`config.mk`:
```
export PLATFORM = sky130hd
export DESIGN_NAME = stx_serializer
export DESIGN_NICKNAME = d
export VERILOG_FILES = /design/src/rtl/stx_pkg.sv /design/src/rtl/stx_hold.sv /design/src/rtl/stx_slot_counter.sv /design/src/rtl/stx_shifter.sv /design/src/rtl/stx_serializer.sv
export SDC_FILE = /design/constraint.sdc
export NUM_CORES = 1
export LEC_CHECK = 0
export ABC_AREA = 1
export BUFFER_PORTS_ARGS = -buffer_cell sky130_fd_sc_hd__clkbuf_2
export CAP_MARGIN = 10
export CORE_ASPECT_RATIO = 1.75
export CORE_UTILIZATION = 60
export CTS_CLUSTER_DIAMETER = 60
export DETAILED_ROUTE_END_ITERATION = 10
export PLACE_DENSITY = 0.8
export SETUP_SLACK_MARGIN = 0.02
export SLEW_MARGIN = 25
export SYNTH_ARGS = -nofsm -noshare
export SYNTH_HDL_FRONTEND = slang
export SYNTH_SLANG_ARGS = --single-unit
```
`constraint.sdc`:
```
create_clock -name clk -period 2.63 [get_ports clk]
set_clock_uncertainty 0.1 [all_clocks]
set_input_delay 0.1315 -clock clk [delete_from_list [all_inputs] [get_ports clk]]
set_output_delay 0.1315 -clock clk [all_outputs]
set_load 0.1 [all_outputs]
```
`src/rtl/stx_pkg.sv`:
```
package stx_pkg;

   typedef enum logic {
      STX_SIDE_LEFT  = 1'b0,
      STX_SIDE_RIGHT = 1'b1
   } stx_side_e;

   // Width of a counter that must index a given number of positions.
   function automatic int stx_cnt_w(input int positions);
      return (positions < 2) ? 1 : $clog2(positions);
   endfunction

endpackage

```
`src/rtl/stx_hold.sv`:
```
module stx_hold #(
   parameter int SAMPLE_W = 16
) (
   input  logic                clk,
   input  logic                rst_n,
   input  logic                load,
   input  logic [SAMPLE_W-1:0] left_in,
   input  logic [SAMPLE_W-1:0] right_in,
   output logic [SAMPLE_W-1:0] launch_l,
   output logic [SAMPLE_W-1:0] launch_r
);

   logic [SAMPLE_W-1:0] held_l;
   logic [SAMPLE_W-1:0] held_r;

   always_ff @(posedge clk or negedge rst_n) begin
      if (!rst_n) begin
         held_l <= '0;
         held_r <= '0;
      end else if (load) begin
         held_l <= left_in;
         held_r <= right_in;
      end
   end

   // A capture that coincides with a frame start goes straight through.
   always_comb begin
      launch_l = load ? left_in  : held_l;
      launch_r = load ? right_in : held_r;
   end

endmodule

```
`src/rtl/stx_slot_counter.sv`:
```
module stx_slot_counter
   import stx_pkg::*;
#(
   parameter int SLOT_W = 32,
   localparam int FRAME_W = 2 * SLOT_W,
   localparam int CNT_W   = stx_cnt_w(FRAME_W)
) (
   input  logic             clk,
   input  logic             rst_n,
   input  logic             bit_fall,
   output logic [CNT_W-1:0] pos,
   output logic             frame_start,
   output stx_side_e        side
);

   localparam logic [CNT_W-1:0] LAST_POS  = CNT_W'(FRAME_W - 1);
   localparam logic [CNT_W-1:0] RIGHT_POS = CNT_W'(SLOT_W);

   logic [CNT_W-1:0] pos_q;

   always_ff @(posedge clk or negedge rst_n) begin
      if (!rst_n) begin
         pos_q <= '0;
      end else if (bit_fall) begin
         if (pos_q == LAST_POS) begin
            pos_q <= '0;
         end else begin
            pos_q <= pos_q + 1'b1;
         end
      end
   end

   always_comb begin
      pos         = pos_q;
      frame_start = bit_fall && (pos_q == '0);
      side        = (pos_q >= RIGHT_POS) ? STX_SIDE_RIGHT : STX_SIDE_LEFT;
   end

endmodule

```
`src/rtl/stx_shifter.sv`:
```
module stx_shifter #(
   parameter int SAMPLE_W = 16,
   parameter int SLOT_W   = 32,
   localparam int FRAME_W = 2 * SLOT_W,
   localparam int PAD_W   = SLOT_W - SAMPLE_W
) (
   input  logic                clk,
   input  logic                rst_n,
   input  logic                bit_fall,
   input  logic                frame_start,
   input  logic [SAMPLE_W-1:0] launch_l,
   input  logic [SAMPLE_W-1:0] launch_r,
   output logic                sdata
);

   logic [FRAME_W-1:0] frame_vec;
   logic [FRAME_W-1:0] sr_q;
   logic               sdata_q;

   generate
      if (PAD_W == 0) begin : g_no_pad
         assign frame_vec = {launch_l, launch_r};
      end else begin : g_pad
         localparam logic [PAD_W-1:0] ZERO_PAD = '0;
         assign frame_vec = {launch_l, ZERO_PAD, launch_r, ZERO_PAD};
      end
   endgenerate

   always_ff @(posedge clk or negedge rst_n) begin
      if (!rst_n) begin
         sdata_q <= 1'b0;
         sr_q    <= '0;
      end else if (bit_fall) begin
         if (frame_start) begin
            {sdata_q, sr_q} <= {frame_vec, 1'b0};
         end else begin
            {sdata_q, sr_q} <= {sr_q, 1'b0};
         end
      end
   end

   assign sdata = sdata_q;

endmodule

```
`src/rtl/stx_serializer.sv`:
```
module stx_serializer
   import stx_pkg::*;
#(
   parameter int SAMPLE_W = 16,
   parameter int SLOT_W   = 32,
   parameter bit HAS_WS   = 1'b1
) (
   input  logic                clk,
   input  logic                rst_n,
   input  logic                bit_fall,
   input  logic                load,
   input  logic [SAMPLE_W-1:0] left_in,
   input  logic [SAMPLE_W-1:0] right_in,
   output logic                sdata,
   output logic                wsel
);

   localparam int FRAME_W = 2 * SLOT_W;
   localparam int CNT_W   = stx_cnt_w(FRAME_W);

   generate
      if (SAMPLE_W < 1) begin : g_bad_sample
         $error("stx_serializer: SAMPLE_W must be at least 1");
      end
      if (SAMPLE_W > SLOT_W) begin : g_bad_slot
         $error("stx_serializer: SAMPLE_W must not exceed SLOT_W");
      end
   endgenerate

   logic [SAMPLE_W-1:0] launch_l;
   logic [SAMPLE_W-1:0] launch_r;
   logic [CNT_W-1:0]    slot_pos;
   logic                frame_start;
   stx_side_e           side;

   stx_hold #(
      .SAMPLE_W (SAMPLE_W)
   ) u_hold (
      .clk      (clk),
      .rst_n    (rst_n),
      .load     (load),
      .left_in  (left_in),
      .right_in (right_in),
      .launch_l (launch_l),
      .launch_r (launch_r)
   );

   stx_slot_counter #(
      .SLOT_W (SLOT_W)
   ) u_count (
      .clk         (clk),
      .rst_n       (rst_n),
      .bit_fall    (bit_fall),
      .pos         (slot_pos),
      .frame_start (frame_start),
      .side        (side)
   );

   stx_shifter #(
      .SAMPLE_W (SAMPLE_W),
      .SLOT_W   (SLOT_W)
   ) u_shift (
      .clk         (clk),
      .rst_n       (rst_n),
      .bit_fall    (bit_fall),
      .frame_start (frame_start),
      .launch_l    (launch_l),
      .launch_r    (launch_r),
      .sdata       (sdata)
   );

   generate
      if (HAS_WS) begin : g_ws
         logic ws_q;
         always_ff @(posedge clk or negedge rst_n) begin
            if (!rst_n) begin
               ws_q <= 1'b0;
            end else if (bit_fall) begin
               ws_q <= (side == STX_SIDE_RIGHT);
            end
         end
         assign wsel = ws_q;
      end else begin : g_no_ws
         assign wsel = 1'b0;
      end
   endgenerate

endmodule

```
; After elaboration in Yosys (flattened, before gate mapping)
; Cells that the tools add are included.
[word_totals]
elab_cells = 17
ff_bits = 104
input_bits = 36
[op_classes]
n_addsub = 1
order_cmp = 1
eq_ne = 1
mux = 6
reduce_logical = 2
[op_table]
columns = op, n
row1 = 64-bit 2-to-1 mux, 1
row2 = 16-bit 2-to-1 mux, 2
row3 = 6-bit by 1-bit adder with 6-bit output (second input constant), 1
row4 = 6-bit equality test (second input constant), 1
row5 = 6-bit greater-or-equal comparator (second input constant), 1
row6 = 6-bit logical NOT, 1
row7 = 6-bit 2-to-1 mux, 1
row8 = 1-bit 2-to-1 mux, 2
row9 = 1-bit logical AND, 1

; Logic depth before layout (Yosys ltp)
[depth]
ltp_word = 3
ltp_mapped = 10
mapped_depth_nobuf = 8

; Hierarchy
; Synthesis repeated with hierarchy kept, for this count alone.
[hier_totals]
cells_unflattened = 522
area_unflattened_um2 = 4103.9
[modules_own_cells]
columns = module, cells_each, area_per_inst_um2, instances
row1 = stx_shifter, 335, 2417.3, 1
row2 = stx_hold, 136, 1292.5, 1
row3 = stx_slot_counter, 46, 354.1, 1
row4 = stx_serializer, 5, 40.0, 1

; Least setup slack after synthesis
; OpenSTA, ideal clock, no wires.
[synth_timing]
path_kind = register -> register
from = register u_count.pos_q[0], in the netlist u_count.pos[0]
to = register u_shift.sr_q[48]
stages_incl_launch_ff = 10
synth_period_minus_slack_ns = 1.524
t_arrival_ns = 1.288
setup_slack_ns = 1.106
path_buffers = 2
setup_time_ns = 0.136
path_cell_list = dfrtp_1 > inv_1 > ha_1 > inv_1 > nor2_1 > nand3_2 > buf_2 > buf_2 > nand3_1 > o21ai_0
[synth_between]
elab_chain_cells = 3
[synth_rtl]
columns = item, line
row1 = from (decl), stx_slot_counter.sv:19  ; logic [CNT_W-1:0] pos_q;
row2 = from (signal assigned), stx_slot_counter.sv:28  ; pos_q <= pos_q + 1'b1;
row3 = 6-bit logical NOT, stx_slot_counter.sv:35  ; frame_start = bit_fall && (pos_q == '0);
row4 = 1-bit logical AND, stx_slot_counter.sv:35
row5 = 64-bit 2-to-1 mux, stx_shifter.sv:34  ; if (frame_start) begin
row6 = to (signal assigned), stx_shifter.sv:35  ; {sdata_q, sr_q} <= {frame_vec, 1'b0};
row7 = to (signal assigned), stx_shifter.sv:37  ; {sdata_q, sr_q} <= {sr_q, 1'b0};
row8 = to (decl), stx_shifter.sv:17  ; logic [FRAME_W-1:0] sr_q;
; Every way passes these cells.
; A chain may end at the register's enable or synchronous reset.

; Worst setup path in the final report
[layout_timing]
from = register u_count.pos_q[0], in the netlist u_count.pos[0]
to = register u_shift.sr_q[52]
; Same word-level chain as after synthesis.

==> impl_metrics.csv <==
group,metric,value,unit
status,status,"finished, violations left",
sta,final.period_utilization,65.7,%
yosys,ys_seq_elements,87,
global_routing,grt_util_all_layers,26.6,%
yosys,ys_seq_area_share,51.6,%
layout,area_growth,18.3,%
setup_path,cp-end-kind,"register",
die,coreArea,6810,sq um
place,hpwlAfterDp,4960,um
layout,fin_nets,673,
place,place_congestion,0.759,
setup_path,reg2reg_from,"u_count.pos[0]",
sta,relSlewSlack,63.6,%
cts,cts.sinks,87,
cts,cts_resized,0,
cts,ctsLongestPathBuffers,2,
yosys,synth_cell_types,19,
setup_path,cpMaxStageDelayCell,"buf_4",
layout,final_area,4990,sq um
place,portBuffers,37,
sta,rsz0062_at_grt,"no",
die,rows,40,
setup_path,crit_path_max_fanout,48,
layout,layout_common_cells,"nand2_1 (231), inv_1 (135), dfrtp_1 (87), nand3_1 (81), clkbuf_2 (36)",
die,ios,38,
power,p_per_area,827,nW/um^2
drt,drc,0,
drt,wl_per_cell,11.8,um
drt,via_per_inst,4.92,
place,placed_cells,686,
drt,drt_iter0_markers,355,
die,fp.dieH,113,um
yosys,synth_area,4220,sq um
flow_run,cap_violations,0,
setup_path,cp.arrival,1850,ps
global_routing,grt_max_degree,58,
drt,vias,3559,
drt,postRouteAntennaNets,0,
cts,clk_latency,340,ps
layout,drive_above_1_share,10.0,%
cts,htreeDepth,3,
drt,wl,8570,um
sta,setup_tns,0,ps
yosys,synthDominantCellAreaShare,51.6,%
power,max-vdd-ir-drop,718,uV
setup_path,worstSetupStartpoint,"u_count.pos[0]",
setup_path,cpPeakStageDelay,410,ps
layout,seq_area,2180,sq um
setup_path,cp.buffers_inverters,3,
sta,timing.hold.ws,-0.368,ps
sta,worstMarginPinSlew,546,ps
global_routing,grt_pass1_wl,15000,um
die,die_area,7380,sq um
global_routing,grt_pass1_vias,3586,
layout,final_common_cell,"nand2_1",
setup_path,worstSetupPathType,"register to register",
hold_path,holdCritPathClass,"primary input to register",
power,p_leak,3.09,nW
drt,dr.pass1.iters,5,
hold_path,hold_start,"right_in[11]",
global_routing,antenna_found_initial,0,
place,placed_area,4460,sq um
cts,cts_tree,"done",
sta,hold_viol,1,
yosys,postSynthAreaPerCell,7.20,sq um
cts,cts_buffers,9,
layout,multi_input_area,1410,sq um
setup_path,cp_cell_sequence,"inv_1 -> ha_1 -> inv_1 -> nor2_1 -> nand3_2 -> buf_4 -> nand2_1 -> nand3_1 -> nand2_1",
setup_path,required,2760,ps
yosys,synth_top_cell_by_area,"dfrtp_1",
yosys,synth_area_leaders,"dfrtp_1 (52%), nand2_1 (21%), inv_1 (12%)",
yosys,synthesis.nets,624,
cts,clk_pin_slew,60,ps
global_routing,grt_overflow_total,0,
setup_path,path_delay_family,"buffers and inverters",
status,violations,"hold timing",
die,die_x,65.4,um
yosys,syn_inst,586,
cts,cts-root-buf,"clkbuf_16",
setup_path,regToRegSetupSlack,900,ps
sta,period_minus_slack,1730,ps
yosys,yosys_warnings,0,
sta,final_max_slew_viol_count,0,
sta,max_freq,579,MHz
setup_path,startpoint_type,"register",
layout,fillCellCount,522,
die,initial_utilization,61.9,%
layout,diodes,0,
layout,fin_cells,724,
sta,finalSetupViolCount,0,
power,power,0.00413,W
-- registers in the layout (all words and copies together) (netlist names) --
name / flops
u_count.pos: 6
u_hold.held_l: 16
u_hold.held_r: 16
u_shift.sdata: 1
u_shift.sr_q: 47
wsel: 1
-- synthesized netlist by cell type, drive strengths merged --
| master | n |
|---|---|
| nand3 | 82 |
| buf | 21 |
| nand4 | 1 |
| ha | 2 |
| o31ai | 1 |
| a21oi | 1 |
| nand2 | 231 |
| nor3 | 1 |
| clkbuf | 8 |
| inv | 136 |
| nor2 | 10 |
| dfrtp | 87 |
| o22ai | 1 |
| o21ai | 3 |
| and2 | 1 |
-- worst paths after layout --
| kind | depth (start not counted) | endpoint |
|---|---|---|
| setup reg to reg | 9 | u_shift.sr_q[52] |
| hold / removal | 5 | u_hold.held_r[11] |
| max in group asynchronous | 3 | u_hold.held_l[7] |
| hold reg to reg | 2 | u_shift.sr_q[49] |
| min in group asynchronous | 2 | u_hold.held_r[13] |
| setup / recovery | 9 | u_shift.sr_q[52] |
-- logic make-up (layout without fill, tap and decap cells) --
group                    after synthesis  after routing  synth area share, %
buffers and inverters                165            219                 15.1
flip-flops                            87             87                 51.6
adder cells (fa/ha/maj)                2              2                0.593
AO/OA/AOI/OAI                          6              6                0.801
AND/OR/NAND/NOR                      326            326                 31.9
-- per-layer routing --
| metal | GRT usage, % | wire (um) |
|---|---|---|
| met5 | 0 | 0 |
| met4 | 13.6 | 246 |
| met3 | 4.84 | 250 |
| met2 | 47.4 | 4530 |
| met1 | 29.2 | 3540 |
-- timing repair --
| item | in CTS | in global routing |
|---|---|---|
| hold buffers | 22 | 0 |
| hold endpoints to repair | 62 | 0 |
| buffers inserted | 0 | 0 |
-- per-stage QoR --
step / utilization (%) / setup WS (ps)
floorplan: - / 1110
finish: 73.3 / 903
global placement: 65.5 / 1000
detailed placement: 65.5 / 932
global route: 73.3 / 768
CTS: 73.3 / 922
-- worst register-to-register path: stages, from the launching register on --
cell,delay (ps)
dfrtp_1,360
inv_1,90
ha_1,220
inv_1,50
nor2_1,40
nand3_2,70
buf_4,410
nand2_1,130
nand3_1,100
nand2_1,60
-- power breakdown --
group | switching [W] | internal, W
Sequential | 0.000200 | 0.00168
Clock | 0.000485 | 0.000810
Combinational | 0.000619 | 0.000333
Total | 0.00130 | 0.00282
-- cell type report --
| cell class | count | share of cell area (%) |
|---|---|---|
| flip-flops and latches | 87 | 43.6 |
| multi-input cells | 334 | 28.2 |
| inverters | 136 | 10.2 |
| clock buffers | 13 | 5.42 |
| repair buffers | 67 | 9.63 |
| well taps | 84 | 2.11 |
| clock inverters | 3 | 0.802 |
No activity file was read; power rests on OpenSTA's default activity.
